[config.mk]
export PLATFORM = sky130hd
export DESIGN_NAME = rtc_cc_timer
export DESIGN_NICKNAME = d
export VERILOG_FILES = /design/src/rtl/rtc_cc_timer.sv
export SDC_FILE = /design/constraint.sdc
export NUM_CORES = 1
export LEC_CHECK = 0
export CORE_UTILIZATION = 55
export DETAILED_ROUTE_END_ITERATION = 8
export DONT_BUFFER_PORTS = 1
export PLACE_DENSITY = 0.81
export SYNTH_ARGS = -nofsm -noshare
export SYNTH_HDL_FRONTEND = slang
export SYNTH_SLANG_ARGS = --single-unit
[constraint.sdc]
create_clock -name clk -period 3.8 [get_ports clk]
set_clock_uncertainty 0.05 [all_clocks]
set_input_delay 0.57 -clock clk [delete_from_list [all_inputs] [get_ports clk]]
set_output_delay 0.57 -clock clk [all_outputs]
set_load 0.02 [all_outputs]
[src/rtl/rtc_cc_timer.sv]
module rtc_cc_timer #(
  parameter int CNT_W  = 51,
  parameter int WIN_W  = 32,
  parameter int LO_LSB = 3,
  parameter int HI_LSB = 19,
  parameter int CAP_W  = 21
) (
  input  logic             clk,
  input  logic             rst_n,
  input  logic             tick,
  input  logic [WIN_W-1:0] wdata,
  input  logic             we_restart,
  input  logic             we_cmp,
  input  logic             we_arm_set,
  input  logic             we_arm_clr,
  input  logic             we_edge,
  input  logic             we_halt_mode,
  input  logic             core_halted,
  input  logic             cap_in,
  output logic [WIN_W-1:0] time_lo,
  output logic [WIN_W-1:0] time_hi,
  output logic [CAP_W-1:0] cap_val,
  output logic             ev_cmp,
  output logic             ev_cap,
  output logic [1:0]       armed
);

  logic [CNT_W-1:0] cnt_q;
  logic [WIN_W-1:0] cmp_q;
  logic             arm0_q, arm1_q, fall_q, halt_en_q;
  logic [2:0]       sync_q;

  wire frozen   = halt_en_q & core_halted;
  wire restart  = we_restart & wdata[0];
  wire edge_hit = fall_q ? (~sync_q[1] & sync_q[2]) : (sync_q[1] & ~sync_q[2]);
  wire fire0    = arm0_q & ~frozen & (time_lo >= cmp_q);
  wire fire1    = arm1_q & ~frozen & edge_hit;
  wire clr0     = we_arm_clr & wdata[0];
  wire clr1     = we_arm_clr & wdata[1];
  wire set1     = we_arm_set & wdata[1];

  assign time_lo = cnt_q[LO_LSB +: WIN_W];
  assign time_hi = cnt_q[HI_LSB +: WIN_W];
  assign armed   = {arm1_q, arm0_q};

  always_ff @(posedge clk or negedge rst_n) begin
    if (!rst_n) begin
      cnt_q     <= '0;
      cmp_q     <= '0;
      arm0_q    <= 1'b0;
      arm1_q    <= 1'b0;
      fall_q    <= 1'b0;
      halt_en_q <= 1'b0;
      sync_q    <= '0;
      cap_val   <= '0;
      ev_cmp    <= 1'b0;
      ev_cap    <= 1'b0;
    end else begin
      if (restart)               cnt_q <= '0;
      else if (tick && !frozen)  cnt_q <= cnt_q + 1'b1;
      if (we_cmp)       cmp_q     <= wdata;
      if (we_edge)      fall_q    <= wdata[0];
      if (we_halt_mode) halt_en_q <= wdata[0];
      sync_q <= {sync_q[1], sync_q[0], cap_in};
      arm0_q <= (we_cmp | (arm0_q & ~fire0)) & ~clr0;
      arm1_q <= (set1 | (arm1_q & ~fire1)) & ~clr1;
      ev_cmp <= fire0;
      ev_cap <= fire1;
      if (fire1) cap_val <= time_lo[CAP_W-1:0];
    end
  end


  count_step_chk: assert property (@(posedge clk) disable iff (!rst_n)
    (tick && !frozen && !restart) |=> cnt_q == $past(cnt_q) + 1'b1);


  restart_zero_chk: assert property (@(posedge clk) disable iff (!rst_n)
    restart |=> cnt_q == '0);


  cmp_needs_arm_chk: assert property (@(posedge clk) disable iff (!rst_n)
    ev_cmp |-> $past(arm0_q));


  cap_needs_arm_chk: assert property (@(posedge clk) disable iff (!rst_n)
    ev_cap |-> $past(arm1_q));


  cap_hold_chk: assert property (@(posedge clk) disable iff (!rst_n)
    !ev_cap |-> $stable(cap_val));


  freeze_hold_chk: assert property (@(posedge clk) disable iff (!rst_n)
    (frozen && !restart) |=> (cnt_q == $past(cnt_q)) && !ev_cmp && !ev_cap);


  clear_wins_chk: assert property (@(posedge clk) disable iff (!rst_n)
    clr0 |=> !arm0_q);

endmodule

; Yosys cells after proc, flatten, opt, wreduce, memory -nomap -nowiden
; Cells that the tools add are included.
[op_classes]
n_addsub = 1
n_mul = 0
div = 0
n_lt_le_gt_ge = 1
eq_ne = 0
n_shift = 0
muxes = 3
n_bitwise = 24
reduce_logical = 3
[op_table]
columns = op, count
row1 = $mux W51, 2
row2 = $add A51 B1 Y51 const B, 1
row3 = $ge A32 B32 Y1, 1
row4 = $and A1 B1 Y1, 15
row5 = $not A1 Y1, 7
row6 = $or A1 B1 Y1, 2
row7 = $reduce_bool A2 Y1, 1
row8 = $logic_and A1 B1 Y1, 1
row9 = $logic_not A1 Y1, 1
row10 = $mux W1, 1
[word_totals]
ff_bits = 113
latchBits = 0
mem_bits_rw = 0
mem_bits_ro = 0
word_cells = 42
memories = 0

; Longest topological paths before layout
[logic_depth]
depth_word = 8
depth_mapped = 8

; Worst setup path before layout
; OpenSTA, ideal clock, no wires.
[synth_path]
path_type = input -> register
from = input port tick
to = register cnt_q[48]
setup_time_ns = 0.120
arrival_ns = 1.800
t_required_ns = 3.630
setup_slack_ns = 1.829
stages = 6
n_path_buf = 1
path_cell_list = a21boi_1 -> and3_1 -> and4_1 -> clkbuf_1 -> a31oi_1 -> a41o_1
[synth_between]
elab_chain_len = 2
[synth_rtl]
columns = item, line_no
row1 = from (decl), 10  ; input logic tick,
row2 = $logic_and A1 B1 Y1, 60  ; else if (tick && !frozen) cnt_q <= cnt_q + 1'b1;
row3 = $reduce_bool A2 Y1 (no source line), -
row4 = to (signal assigned), 60
row5 = to (decl), 28  ; logic [CNT_W-1:0] cnt_q;
; Every way passes these cells.
; A chain may end at the register's enable or synchronous reset.

; Worst setup path after layout
[layout_path]
from = register cnt_q[34]
to = register cnt_q[45]
[layout_between]
elab_chain_len = 3
[layout_rtl]
columns = item, line_no
row1 = $add A51 B1 Y51, 60
row2 = $mux W51, 60
row3 = $mux W51, 59  ; if (restart) cnt_q <= '0;
; Every way passes these cells. The select of a mux whose other input is x is not followed.

==> results.toml <==
[clocking]
max-clock-path-buffers = 2
cts_root_buffer = "clkbuf_16"
worstSkewPairLatency_ns = 0.42
post-cts-setup-buffer-count = 0
clkTransAtPathRegs_ns = 0.06
cts_sinks = 113
cts_tree = "yes"
post_cts_resize_count = 0
cts_buffers = 17
ctsHoldBuffers = 1
cts_max_level = 4

[cells_and_area]
fillers = 895
area_growth_pct = 4.87
layout.nets = 658
multi_input_area_um2 = 2680
final_util_pct = 59.9
layout-drive-gt1-share_pct = 11.4
layout_common_cells = "113 x dfrtp_1, 76 x nand2_1, 43 x o21ai_0, 41 x nor2_1, 36 x inv_1"
final_common_cell = "dfrtp_1"
seq_area_um2 = 2830
antenna-diode-count = 0

[global_route]
antenna_found_initial = 0
grt_first_pass_wirelength_um = 22000
overflow = 0
grt_max_degree = 114
grt_use_total_pct = 24.7
grt_pass1_vias = 4428

[worst_setup_path]
worstPathRequired_ns = 4.09
arrival_ns = 2.76
path_buf_inv = 0
cpPeakStageDelay_ns = 0.69
critPathSlowestCell = "dfrtp_1"
path_class = "reg -> reg"
cp_top_family = "simple AND/OR/NAND/NOR gates"
r2r_setup_slack_ns = 1.32
reg2reg_from = "cnt_q[34]$_DFFE_PN0P_"
crit_chain = "nand4_2 -> nor3_1 -> nand3_1 -> nor4_1 -> mux2i_1"
rr_worst_depth = 5
r2r-end = "cnt_q[45]$_DFFE_PN0P_"
start_kind = "flop"
critPathMaxFanout = 8
endpoint_kind = "flop"

[sta]
hold_slack_ns = 0.0345
rsz0062_at_grt = "false"
fin_crit_sh_pct = 65.1
drv_slew = 0
timing_hold_violations_final = 0
final.setup.tns_ns = 0
setup_viol = 0
slew_headroom_pct = 47.7
fmax_ghz = 0.404
post-route-min-period_ns = 2.48
tightest_slew_ns = 0.781
fin_ws_ns = 1.32

[synth]
seq_area_frac_synth_pct = 45.3
ys.warnings.count = 0
ys_seq_elements = 113
synth_cell_types = 52
synth_edf_count = 0
synthCells = 646
synth_top_cell_by_area = "dfrtp_1"
syn_avg_cell_area_um2 = 9.67
syn_area_um2 = 6250
async_reset_ff_share_pct = 100
synthFlopType = "dfrtp_1"
synth.top_cell.area_share_pct = 45.3
syn-num-nets = 722
synthTopCellsByArea = "dfrtp_1 45%, buf_4 8.2%, ha_1 6.6%"

[pwr]
vdd_drop_max_uv = 338
clockPowerShare_pct = 55.2
swShare_pct = 21.7
p_seq_share_pct = 39.7
p_leak_nw = 3.11
combinationalPowerShare_pct = 5.1
p_sw_w = 0.000702
intPower_w = 0.00253
power_density_nw_per_um2 = 493

[floorplan]
die_h_um = 109
core.rowCount = 38
core_um2 = 10900
dieArea_um2 = 11800
initial_core_util_pct = 57.1
die_x_um = 109
ioPinCount = 132

[drt]
routed_wl_um = 13600
dr.pass1.iters = 4
ant_nets = 0
drc = 0
dr_total_vias = 4399
wl_per_cell_um = 18.5
drtIter0Drc = 291
viasPerCell = 5.99

[place]
dp_hpwl_um = 9480
port_buffers = 0
place_congestion = 0.864
dpl_worst_slack_ns = 1.41

[outcome]
outcome = "finished, final reports clean"

[worst_hold_path]
hold_class = "in -> async"

[job]
max_cap_viol_count = 0
[worst max path at each step]
stage / endpoint / cells after the start / slack, ns / from
CTS: cnt_q[43]$_DFFE_PN0P_ / 5 / 1.37 / cnt_q[11]$_DFFE_PN0P_
detailed placement: cnt_q[39]$_DFFE_PN0P_ / 5 / 1.41 / cnt_q[11]$_DFFE_PN0P_
floorplan: cnt_q[48]$_DFFE_PN0P_ / 6 / 1.83 / tick
global route: cnt_q[45]$_DFFE_PN0P_ / 5 / 1.03 / cnt_q[34]$_DFFE_PN0P_
finish: cnt_q[45]$_DFFE_PN0P_ / 5 / 1.32 / cnt_q[34]$_DFFE_PN0P_
global placement: ev_cmp$_DFF_PN0_ / 7 / 1.43 / cnt_q[3]$_DFFE_PN0P_
[synth_stat cells, types with 3 or more instances]
| master | count |
|---|---|
| mux2_2 | 23 |
| a31oi_1 | 3 |
| nor4_1 | 6 |
| xnor2_1 | 8 |
| o31ai_1 | 5 |
| nand4_1 | 18 |
| or3_1 | 6 |
| and4_1 | 12 |
| nand2b_1 | 3 |
| nand2_1 | 76 |
| o21a_1 | 5 |
| a21oi_1 | 25 |
| and2_1 | 3 |
| or4_1 | 9 |
| o211ai_1 | 3 |
| inv_1 | 36 |
| buf_1 | 3 |
| nor3_1 | 5 |
| xor2_1 | 22 |
| nand3_1 | 24 |
| ha_1 | 33 |
| buf_4 | 68 |
| dfrtp_1 | 113 |
| clkbuf_1 | 14 |
| o21ai_0 | 43 |
| and3_1 | 9 |
| nor2_1 | 41 |
[routing by layer]
| metal | routed length (µm) | vias up | global-route usage (%) | share of wire [%] |
|---|---|---|---|---|
| li1 | - | 2055 | - | - |
| met1 | 5460 | 2136 | 28.6 | 40 |
| met2 | 6730 | 174 | 40.7 | 49 |
| met3 | 1150 | 34 | 9.40 | 8.4 |
| met4 | 275 | 0 | 10.6 | 2.0 |
| met5 | 0 | - | 0 | 0 |
[registers in the layout, indices dropped and copies added, names as in the netlist, 3 cells and up]
name	count
cap_val	21
cmp_q	32
cnt_q	51
sync_q	3
[layout make-up]
type,count,share of cell area [%]
sequential,113,43.2
multi-input combinational,408,40.9
clock buffer,20,7.12
clock inverter,12,3.11
tap,140,2.67
inverter,36,2.06
timing repair buffer,6,0.993
[power groups by stage]
stage               clock [W]  combinational (W)  sequential [W]
finish                0.00178           0.000164         0.00128
global route          0.00186           0.000193         0.00129
CTS                   0.00181           0.000167         0.00128
detailed placement          0           0.000139         0.00130
global placement            0           0.000130         0.00130
floorplan                   0           0.000124         0.00129
[cells by family (layout without fill, tap and decap cells)]
kind of cell | count (synthesis) | after routing | share of synthesized area (%)
AOI/OAI and AO/OA | 100 | 100 | 9.49
and+or+nand+nor | 221 | 221 | 18.2
xor gates and xnor gates | 30 | 30 | 4.21
DFF | 113 | 113 | 45.3
muxes | 24 | 24 | 4.31
adders and majority gates | 33 | 33 | 6.61
buffers and inverters | 125 | 74 | 11.9
[per-stage QoR]
| step | area, µm² | cells | power, W |
|---|---|---|---|
| global placement | 5850 | 702 | 0.00143 |
| CTS | 6550 | 735 | 0.00326 |
| global route | 6550 | 735 | 0.00334 |
| finish | 6550 | 735 | 0.00323 |
| floorplan | 6250 | 646 | 0.00142 |
| detailed placement | 5850 | 702 | 0.00144 |
Note: power is estimated with default switching activity, not from simulation.
